## src/rtl/nbs_pkg.sv

```systemverilog
package nbs_pkg;
  typedef enum logic [1:0] {
    OP_RDSPARE   = 2'd0,
    OP_ERASE     = 2'd1,
    OP_PROGSPARE = 2'd2
  } nbs_op_e;

  typedef enum logic [3:0] {
    S_IDLE,
    S_RDREQ,
    S_RDWAIT,
    S_ERREQ,
    S_ERWAIT,
    S_PGREQ,
    S_PGDATA,
    S_PGWAIT,
    S_NEXT
  } nbs_state_e;

  // position of the factory mark byte inside the first-page spare area
  localparam int MARK_IDX  = 5;
  localparam int SPB_SMALL = 8;
  localparam int SPB_BIG   = 16;
  localparam int IDX_W     = $clog2(SPB_BIG);

  // tally slots
  localparam int T_ERASED = 0;
  localparam int T_SKIP   = 1;
  localparam int T_FAIL   = 2;
  localparam int T_NUM    = 3;
endpackage

```

## src/rtl/nbs_badcheck.sv

```systemverilog
module nbs_badcheck #(
  parameter int IDX_W    = 4,
  parameter int MARK_IDX = 5
) (
  input  logic       clk,
  input  logic       rst_n,
  input  logic       clr,
  input  logic       rd_valid,
  input  logic [7:0] rd_data,
  output logic       is_bad
);
  localparam logic [IDX_W-1:0] MARK_POS = IDX_W'(MARK_IDX);

  logic [IDX_W-1:0] idx_q, idx_d;
  logic             bad_q, bad_d;

  always_comb begin
    idx_d = idx_q;
    bad_d = bad_q;
    if (clr) begin
      idx_d = '0;
      bad_d = 1'b0;
    end else if (rd_valid) begin
      if (idx_q == MARK_POS) bad_d = (rd_data != 8'hFF);
      if (idx_q != '1) idx_d = idx_q + 1'b1;
    end
  end

  always_ff @(posedge clk or negedge rst_n) begin
    if (!rst_n) begin
      idx_q <= '0;
      bad_q <= 1'b0;
    end else begin
      idx_q <= idx_d;
      bad_q <= bad_d;
    end
  end

  assign is_bad = bad_q;
endmodule

```

## src/rtl/nbs_marker_gen.sv

```systemverilog
module nbs_marker_gen #(
  parameter int IDX_W = 4
) (
  input  logic             big_page,
  input  logic [IDX_W-1:0] idx,
  output logic [7:0]       data
);
  // large-page pattern, byte k of the pattern at bits [8k +: 8]
  localparam logic [63:0] BIG_PAT   = 64'h0000_0008_2003_1985;
  localparam int          BIG_BASE  = 8;
  localparam logic [15:0] SML_PAT   = 16'h1985;
  localparam int          SML_BASE  = 6;

  logic [IDX_W-1:0] big_off, sml_off;

  assign big_off = idx - IDX_W'(BIG_BASE);
  assign sml_off = idx - IDX_W'(SML_BASE);

  always_comb begin
    data = 8'hFF;
    if (big_page) begin
      if (idx >= IDX_W'(BIG_BASE) && big_off < IDX_W'(8))
        data = BIG_PAT[{big_off[2:0], 3'b000} +: 8];
    end else begin
      if (idx >= IDX_W'(SML_BASE) && sml_off < IDX_W'(2))
        data = SML_PAT[{sml_off[0], 3'b000} +: 8];
    end
  end
endmodule

```

## src/rtl/nbs_tally.sv

```systemverilog
module nbs_tally #(
  parameter int W = 11,
  parameter int N = 3
) (
  input  logic              clk,
  input  logic              rst_n,
  input  logic              clr,
  input  logic [N-1:0]      inc,
  output logic [N-1:0][W-1:0] cnt
);
  for (genvar g = 0; g < N; g++) begin : g_cnt
    logic [W-1:0] c_q, c_d;
    logic         c_en;

    assign c_en = clr | inc[g];
    assign c_d  = clr ? '0 : c_q + 1'b1;

    always_ff @(posedge clk or negedge rst_n) begin
      if (!rst_n)    c_q <= '0;
      else if (c_en) c_q <= c_d;
    end

    assign cnt[g] = c_q;
  end
endmodule

```

## src/rtl/nbs_erase_walker.sv

```systemverilog
module nbs_erase_walker
  import nbs_pkg::*;
#(
  parameter int BLK_W = 10,
  parameter int CNT_W = BLK_W + 1
) (
  input  logic             clk,
  input  logic             rst_n,
  input  logic             start,
  input  logic             big_page,
  input  logic [BLK_W-1:0] first_blk,
  input  logic [BLK_W-1:0] last_blk,
  output logic             op_valid,
  input  logic             op_ready,
  output logic [1:0]       op_code,
  output logic [BLK_W-1:0] op_blk,
  input  logic             rd_valid,
  input  logic [7:0]       rd_data,
  output logic             wr_valid,
  input  logic             wr_ready,
  output logic [7:0]       wr_data,
  input  logic             rsp_valid,
  input  logic             rsp_ok,
  output logic             busy,
  output logic             done,
  output logic [CNT_W-1:0] erased_cnt,
  output logic [CNT_W-1:0] skipped_cnt,
  output logic [CNT_W-1:0] failed_cnt,
  output logic             any_fail
);
  localparam logic [IDX_W-1:0] LAST_SMALL = IDX_W'(SPB_SMALL - 1);
  localparam logic [IDX_W-1:0] LAST_BIG   = IDX_W'(SPB_BIG - 1);

  nbs_state_e       state_q, state_d;
  logic [BLK_W-1:0] cur_q, cur_d, last_q, last_d;
  logic             blk_en;
  logic [IDX_W-1:0] idx_q, idx_d;
  logic             fail_q, fail_d;
  logic             done_q, done_d;
  logic [T_NUM-1:0] inc;
  logic             clr_cnt;
  logic             sc_clr;
  logic             is_bad;
  logic [IDX_W-1:0] idx_last;
  logic [T_NUM-1:0][CNT_W-1:0] tally;

  assign idx_last = big_page ? LAST_BIG : LAST_SMALL;

  nbs_badcheck #(.IDX_W(IDX_W), .MARK_IDX(MARK_IDX)) u_bad (
    .clk(clk), .rst_n(rst_n), .clr(sc_clr),
    .rd_valid(rd_valid), .rd_data(rd_data), .is_bad(is_bad)
  );

  nbs_marker_gen #(.IDX_W(IDX_W)) u_mark (
    .big_page(big_page), .idx(idx_q), .data(wr_data)
  );

  nbs_tally #(.W(CNT_W), .N(T_NUM)) u_tally (
    .clk(clk), .rst_n(rst_n), .clr(clr_cnt), .inc(inc), .cnt(tally)
  );

  // next-state process
  always_comb begin
    state_d = state_q;
    cur_d   = cur_q;
    last_d  = last_q;
    blk_en  = 1'b0;
    idx_d   = idx_q;
    fail_d  = fail_q;
    done_d  = 1'b0;
    inc     = '0;
    clr_cnt = 1'b0;
    sc_clr  = 1'b0;
    unique case (state_q)
      S_IDLE: begin
        if (start) begin
          cur_d   = first_blk;
          last_d  = last_blk;
          blk_en  = 1'b1;
          fail_d  = 1'b0;
          clr_cnt = 1'b1;
          state_d = S_RDREQ;
        end
      end
      S_RDREQ: begin
        sc_clr = 1'b1;
        if (op_ready) state_d = S_RDWAIT;
      end
      S_RDWAIT: begin
        if (rsp_valid) begin
          if (!rsp_ok) begin
            inc[T_FAIL] = 1'b1;
            fail_d      = 1'b1;
            state_d     = S_NEXT;
          end else if (is_bad) begin
            inc[T_SKIP] = 1'b1;
            state_d     = S_NEXT;
          end else begin
            state_d = S_ERREQ;
          end
        end
      end
      S_ERREQ: begin
        if (op_ready) state_d = S_ERWAIT;
      end
      S_ERWAIT: begin
        if (rsp_valid) begin
          if (rsp_ok) begin
            inc[T_ERASED] = 1'b1;
            state_d       = S_PGREQ;
          end else begin
            inc[T_FAIL] = 1'b1;
            fail_d      = 1'b1;
            state_d     = S_NEXT;
          end
        end
      end
      S_PGREQ: begin
        idx_d = '0;
        if (op_ready) state_d = S_PGDATA;
      end
      S_PGDATA: begin
        if (wr_ready) begin
          if (idx_q == idx_last) state_d = S_PGWAIT;
          else                   idx_d   = idx_q + 1'b1;
        end
      end
      S_PGWAIT: begin
        if (rsp_valid) begin
          if (!rsp_ok) fail_d = 1'b1;
          state_d = S_NEXT;
        end
      end
      S_NEXT: begin
        if (cur_q >= last_q) begin
          done_d  = 1'b1;
          state_d = S_IDLE;
        end else begin
          cur_d   = cur_q + 1'b1;
          blk_en  = 1'b1;
          state_d = S_RDREQ;
        end
      end
      default: state_d = S_IDLE;
    endcase
  end

  // register process
  always_ff @(posedge clk or negedge rst_n) begin
    if (!rst_n) begin
      state_q <= S_IDLE;
      idx_q   <= '0;
      fail_q  <= 1'b0;
      done_q  <= 1'b0;
    end else begin
      state_q <= state_d;
      idx_q   <= idx_d;
      fail_q  <= fail_d;
      done_q  <= done_d;
    end
  end

  always_ff @(posedge clk or negedge rst_n) begin
    if (!rst_n) begin
      cur_q  <= '0;
      last_q <= '0;
    end else if (blk_en) begin
      cur_q  <= cur_d;
      last_q <= last_d;
    end
  end

  always_comb begin
    op_valid = 1'b0;
    op_code  = OP_RDSPARE;
    unique case (state_q)
      S_RDREQ: begin op_valid = 1'b1; op_code = OP_RDSPARE;   end
      S_ERREQ: begin op_valid = 1'b1; op_code = OP_ERASE;     end
      S_PGREQ: begin op_valid = 1'b1; op_code = OP_PROGSPARE; end
      default: ;
    endcase
  end

  assign op_blk      = cur_q;
  assign wr_valid    = (state_q == S_PGDATA);
  assign busy        = (state_q != S_IDLE);
  assign done        = done_q;
  assign any_fail    = fail_q;
  assign erased_cnt  = tally[T_ERASED];
  assign skipped_cnt = tally[T_SKIP];
  assign failed_cnt  = tally[T_FAIL];
endmodule

```

## config.mk

```make
export PLATFORM = sky130hd
export DESIGN_NAME = nbs_erase_walker
export DESIGN_NICKNAME = d
export VERILOG_FILES = /design/src/rtl/nbs_pkg.sv /design/src/rtl/nbs_badcheck.sv /design/src/rtl/nbs_marker_gen.sv /design/src/rtl/nbs_tally.sv /design/src/rtl/nbs_erase_walker.sv
export SDC_FILE = /design/constraint.sdc
export NUM_CORES = 1
export LEC_CHECK = 0
export CAP_MARGIN = 20
export CORE_ASPECT_RATIO = 0.9
export CORE_UTILIZATION = 50
export CTS_CLUSTER_SIZE = 10
export DETAILED_ROUTE_END_ITERATION = 8
export GPL_TIMING_DRIVEN = 0
export HOLD_SLACK_MARGIN = 0.06
export PLACE_DENSITY = 0.91
export SLEW_MARGIN = 20
export SYNTH_ARGS = -nofsm -noshare
export SYNTH_HDL_FRONTEND = slang
export SYNTH_HIERARCHICAL = 1
export SYNTH_SLANG_ARGS = --single-unit
```

## constraint.sdc

```tcl
create_clock -name clk -period 2.8 [get_ports clk]
set_clock_uncertainty 0.1 [all_clocks]
set_input_delay 0.42 -clock clk [delete_from_list [all_inputs] [get_ports clk]]
set_output_delay 0.42 -clock clk [all_outputs]
set_load 0.01 [all_outputs]
```

==> qor.txt, run 1 <==
status: finished clean
Period minus WS final: 2720 ps
cell depth of the worst setup path: 7
RR Startpoint: state_q[2]
drt wl/cell: 15.5 µm
Post-synth ARST share: 100%
VDD IR max: 0.417 mV
synthesized area: 0.00402 mm²
max-slew violations: 0
Yosys reg bits: 68
Syn Area/Cell: 9.10 µm²
DR DRC count: 0
H-tree depth: 3
crit path cell chain: inv_4, ha_1, or2_4, nor2_4, buf_4, a21boi_1, clkdlybuf4s50_1
port buffer count: 94
Cell Int Power: 2500 µW
largest family of logic cells by synthesized area: simple AND/OR/NAND/NOR gates
Cell variety after synth: 67
die height: 87.1 µm
Syn Inst Count: 442
WP buf/inv: 3
Comb pwr share: 47.7%
power share of the clock group: 17.9%
Die X: 96.6 µm
Worst-Skew Late Latency: 340 ps
Max Clk Rate: 367 MHz
initial drt markers: 205
Reg clk slew, reported paths: 70 ps
P per Cell Area: 788 mW/mm²
DR pass1 iterations: 5
Max-slew headroom: 51.4%
R2R cell count: 8
dpl cells: 633
Max Root-Sink Buffers: 2
area grow syn2layout: 33.2%
design area: 0.00536 mm²
GR Overflow Total: 0
CP endpoint kind: output pin
Post-synth EDFFs: 0
adder-cell share of the synthesized area: 5.91%
synthesized net count: 498
Hold Path Class: in2async
final hold slack: 403 ps
CTS tree: done
row count: 30
die area: 0.00841 mm²
post-synthesis mux area share: 2.43%
worst path required time: 2280 ps
WL final: 10.1 mm
number of max-cap violations: 0
Setup CP Type: reg2out
antenna violations before repair: 0
Post-Layout Cell Count: 652
worst setup path start: idx_q[1]
CTS buffer count: 9
area of placed instances: 0.00511 mm²
I/O pin total: 95
CP Data Arrival Time: 2200 ps
Final #Nets: 609
CTS Root Cell: clkbuf_8
Post-synth top flop: dfrtp_1
simple-gate area share of the yosys netlist: 23.4%
Yosys warnings: 6
HPWL Detailed: 7.21 mm
Antenna Nets Post-Route: 0
Vias: 3781
delay-heaviest family, CP: buffers and inverters
worst-margin pin slew: 723 ps
Synth Area in XOR/XNOR: 3.48%
Pleak: 0.00226 µW
register share of total power: 34.4%
CTS sink count: 68
Setup-failing EPs final: 0
final count of hold timing violations: 0
GRT Total Usage: 26.0%
CP max FO: 5
Final period util: 97.2%
pin count of the biggest net entering global routing: 50
most common cell after layout, fill and taps aside: clkdlybuf4s50_1
first-pass GRT wire length: 17.0 mm
Via density: 5.80
number of diodes: 0
Crit-path slowest cell: clkdlybuf4s50_1
initial core utilization: 52.5%
Critical Path Source Type: flop
Worst path max stage delay: 490 ps
layout cells sized above 1: 9.17%
gpl congestion: 0.877
vias in the first global route: 3690
sequential-to-total area share from yosys stat: 42.3%
core area: 0.00766 mm²
most frequent cells in the layout: clkdlybuf4s50_1, dfrtp_1, nor2_1
switching power total: 1720 µW
switching portion of total power: 40.7%
compound-cell area share of the yosys netlist: 17.9%
==> power by group through the flow <==
stage | logic (µW) | registers [µW] | clock network, µW
2_1_floorplan | 1240 | 1460 | 0
5_1_grt | 2240 | 1490 | 819
6_report | 2010 | 1450 | 755
3_5_place_dp | 1950 | 1470 | 0
3_3_place_gp | 1850 | 1460 | 0
4_1_cts | 1980 | 1450 | 778
==> final cells by class <==
type                            count  area, µm²
Clock buffer                       11        131
Sequential cell                    68       1700
Buffer                             17       76.3
Timing Repair Buffer              100       1010
Fill cell                         577       2300
Clock inverter                      3       40.0
Inverter                           30        115
Tap cell                           96        120
Multi-Input combinational cell    327       2160
==> sequential cells by signal, summed over array words and instances (netlist names) <==
name	count
u_tally/g_cnt.c_q	33
done	1
u_bad/idx_q	4
op_blk	10
state_q	4
any_fail	1
last_q	10
idx_q	4
u_bad/is_bad	1
==> layer usage <==
layer  up-vias  GRT usage, %  routed length, µm  share of wire [%]
li1       1831             -                  -                  -
met1      1786          32.7               4380                 43
met2       147          43.2               4960                 49
met3        17          6.28                648                6.4
met4         0          10.0                142                1.4
met5         -             0                  0                  0
==> path summary, 6_finish.rpt <==
check	endpoint	slack [ps]
hold reg to reg	last_q[0]	410
max in group asynchronous	idx_q[2]	1660
setup / recovery	wr_data[6]	80
min in group clk	last_q[0]	410
hold / removal	last_q[7]	400
setup reg to reg	u_tally/g_cnt[0].c_q[0]	250
==> what timing repair did <==
item                                    in CTS  in global routing
setup buffers                                3                  1
pin swaps                                    0                  1
hold endpoints to repair                    19                  0
hold buffers                                 1                  0
endpoints found under the setup margin       9                  5
resized for setup                            9                  7
==> stage by stage <==
step / worst slack (ps) / TNS, ps / total power [µW] / util, %
2_1_floorplan: 367 / 0 / 2700 / -
3_3_place_gp: -1060 / -73290 / 3310 / 66.4
3_5_place_dp: -447 / -2370 / 3410 / 66.7
4_1_cts: 32.8 / 0 / 4210 / 69.6
5_1_grt: -5.65 / -5.65 / 4560 / 70.0
6_report: 77.9 / 0 / 4220 / 70.0
==> logic make-up after synthesis <==
group / Yosys count
flip-flops: 68
AND/OR/NAND/NOR: 172
AO/OA/AOI/OAI: 111
adder cells (fa/ha/maj): 19
buffers and inverters: 47
XOR/XNOR: 16
multiplexers: 9
==> synth_stat cells, types with 8 or more instances <==
library cell / instances / area share (%)
o31ai_1: 9 / 1.7
nand2_1: 33 / 3.1
o21ai_0: 32 / 4.0
dfrtp_1: 68 / 42
nor3_1: 8 / 1.0
nand3_1: 13 / 1.6
nor2_1: 43 / 4.0
ha_1: 19 / 5.9
nand4_1: 17 / 2.6
or3_1: 9 / 1.4
inv_1: 28 / 2.6
or4_1: 8 / 1.5
clkbuf_1: 9 / 0.84
a21oi_1: 28 / 3.5
xor2_1: 9 / 2.0
Note: power is estimated with default switching activity, not from simulation.
==> run 2, diff against run 1 <==
--- a/config.mk
+++ b/config.mk
@@ -18,3 +18,4 @@
 export SYNTH_HDL_FRONTEND = slang
 export SYNTH_HIERARCHICAL = 1
 export SYNTH_SLANG_ARGS = --single-unit
+export TNS_END_PERCENT = 1
==> run 2 against run 1 <==
Sequential cell count did not move. Sequential share of layout area rose by 0.11 points. Count of clock-buffer cells in the layout did not move. Critical path type unchanged.
==> qor.txt, run 2 (synthesis gave the netlist of run 1 again) <==
R2R cell count: 7
DR DRC count: 0
worst path required time: 2280 ps
WL final: 10.1 mm
layout cells sized above 1: 8.83%
drt wl/cell: 15.6 µm
Max Clk Rate: 370 MHz
Max-slew headroom: 51.1%
final count of hold timing violations: 0
switching power total: 1720 µW
port buffer count: 94
initial drt markers: 204
Max Root-Sink Buffers: 2
unrepaired setup endpoints after global routing: no
Critical Path Source Type: flop
CP max FO: 9
Pleak: 0.00224 µW
first-pass GRT wire length: 16.9 mm
CP Data Arrival Time: 2180 ps
gpl congestion: 0.877
die area: 0.00841 mm²
Cell Int Power: 2510 µW
RR Endpoint: u_tally/g_cnt[2].c_q[9]
antenna violations before repair: 0
CP endpoint kind: output pin
VDD IR max: 0.415 mV
design area: 0.00534 mm²
Setup-failing EPs final: 0
register share of total power: 34.4%
Die X: 96.6 µm
CTS sink count: 68
area of placed instances: 0.00511 mm²
Setup CP Type: reg2out
Via density: 5.86
area grow syn2layout: 32.7%
GR Overflow Total: 0
power share of the clock group: 17.9%
CTS Root Cell: clkbuf_8
dpl cells: 633
P per Cell Area: 792 mW/mm²
core area: 0.00766 mm²
reg2reg setup slack: 210 ps
Hold Path Class: in2async
switching portion of total power: 40.7%
critical path endpoint: wr_data[1]
Period minus WS final: 2700 ps
Final period util: 96.4%
status: finished clean
Largest Register: u_tally/g_cnt.c_q
HPWL Detailed: 7.21 mm
row count: 30
Antenna Nets Post-Route: 0
die height: 87.1 µm
CTS buffer count: 9
Final #Nets: 608
Vias: 3814
H-tree depth: 3
DR pass1 iterations: 5
initial core utilization: 52.5%
GRT Total Usage: 25.9%
Reg clk slew, reported paths: 70 ps
Worst-Skew Late Latency: 340 ps
Comb pwr share: 47.7%
RR Startpoint: state_q[3]
number of max-cap violations: 0
most frequent cells in the layout: clkdlybuf4s50_1, dfrtp_1, nor2_1
Final Total Pwr: 4230 µW
CTS tree: done
pin count of the biggest net entering global routing: 50
worst-margin pin slew: 727 ps
Largest register FFs: 33
most common cell after layout, fill and taps aside: clkdlybuf4s50_1
vias in the first global route: 3670
worst setup path start: idx_q[1]
max-slew violations: 0
number of diodes: 0
I/O pin total: 95
Post-Layout Cell Count: 651
==> run 2: routing by layer <==
metal	track usage [%]	up-vias	share of wire (%)
met5	0	-	0
met4	9.76	0	1.5
met3	6.20	19	6.5
met2	43.1	146	49
met1	32.7	1818	43
li1	-	1831	-
==> run 2: cell type report <==
cell class	instances	area [µm²]
Fill cell	584	2320
Multi-Input combinational cell	327	2160
Sequential cell	68	1700
Timing Repair Buffer	99	996
Clock buffer	11	131
Tap cell	96	120
Inverter	30	115
Buffer	17	75.1
Clock inverter	3	40.0
==> run 2: worst min-delay path by stage <==
stage          slack [ps]  cells past startpoint                 endpoint
2_1_floorplan          20                      0                 any_fail
3_3_place_gp          370                      2                last_q[0]
3_5_place_dp          230                      1  u_tally/g_cnt[0].c_q[9]
4_1_cts               400                      2                last_q[7]
5_1_grt               410                      2                last_q[7]
6_report              400                      2                last_q[7]
==> run 2: power by group through the flow <==
| stage | sequential, µW | combinational, µW | clock (µW) |
|---|---|---|---|
| finish | 1460 | 2020 | 756 |
| global route | 1490 | 2250 | 819 |
| CTS | 1450 | 1980 | 778 |
| detailed placement | 1470 | 1950 | 0 |
| global placement | 1460 | 1850 | 0 |
| floorplan | 1460 | 1240 | 0 |
==> run 2: critical path, cell delays in order (launching register included) <==
cell             delay, ps
dfrtp_2                490
inv_4                   80
ha_1                   300
or2_4                  260
nor2_4                 130
a21oi_1                 80
clkdlybuf4s50_1        500
==> run 2: timing repair <==
item,in CTS,in global routing
hold buffers,1,0
endpoints found under the setup margin,9,6
buffers inserted,0,3
resized for setup,10,3
hold endpoints to repair,19,0
pin swaps,0,1
==> run 2: metrics by stage <==
stage | util, % | hold WS (ps) | setup WS, ps | setup TNS (ps)
finish | 69.7 | 403 | 99.4 | 0
global placement | 66.4 | 369 | -1060 | -73290
CTS | 69.3 | 397 | 61.2 | 0
detailed placement | 66.7 | 226 | -447 | -2370
global route | 69.7 | 412 | 5.50 | 0
floorplan | - | 24.4 | 367 | 0
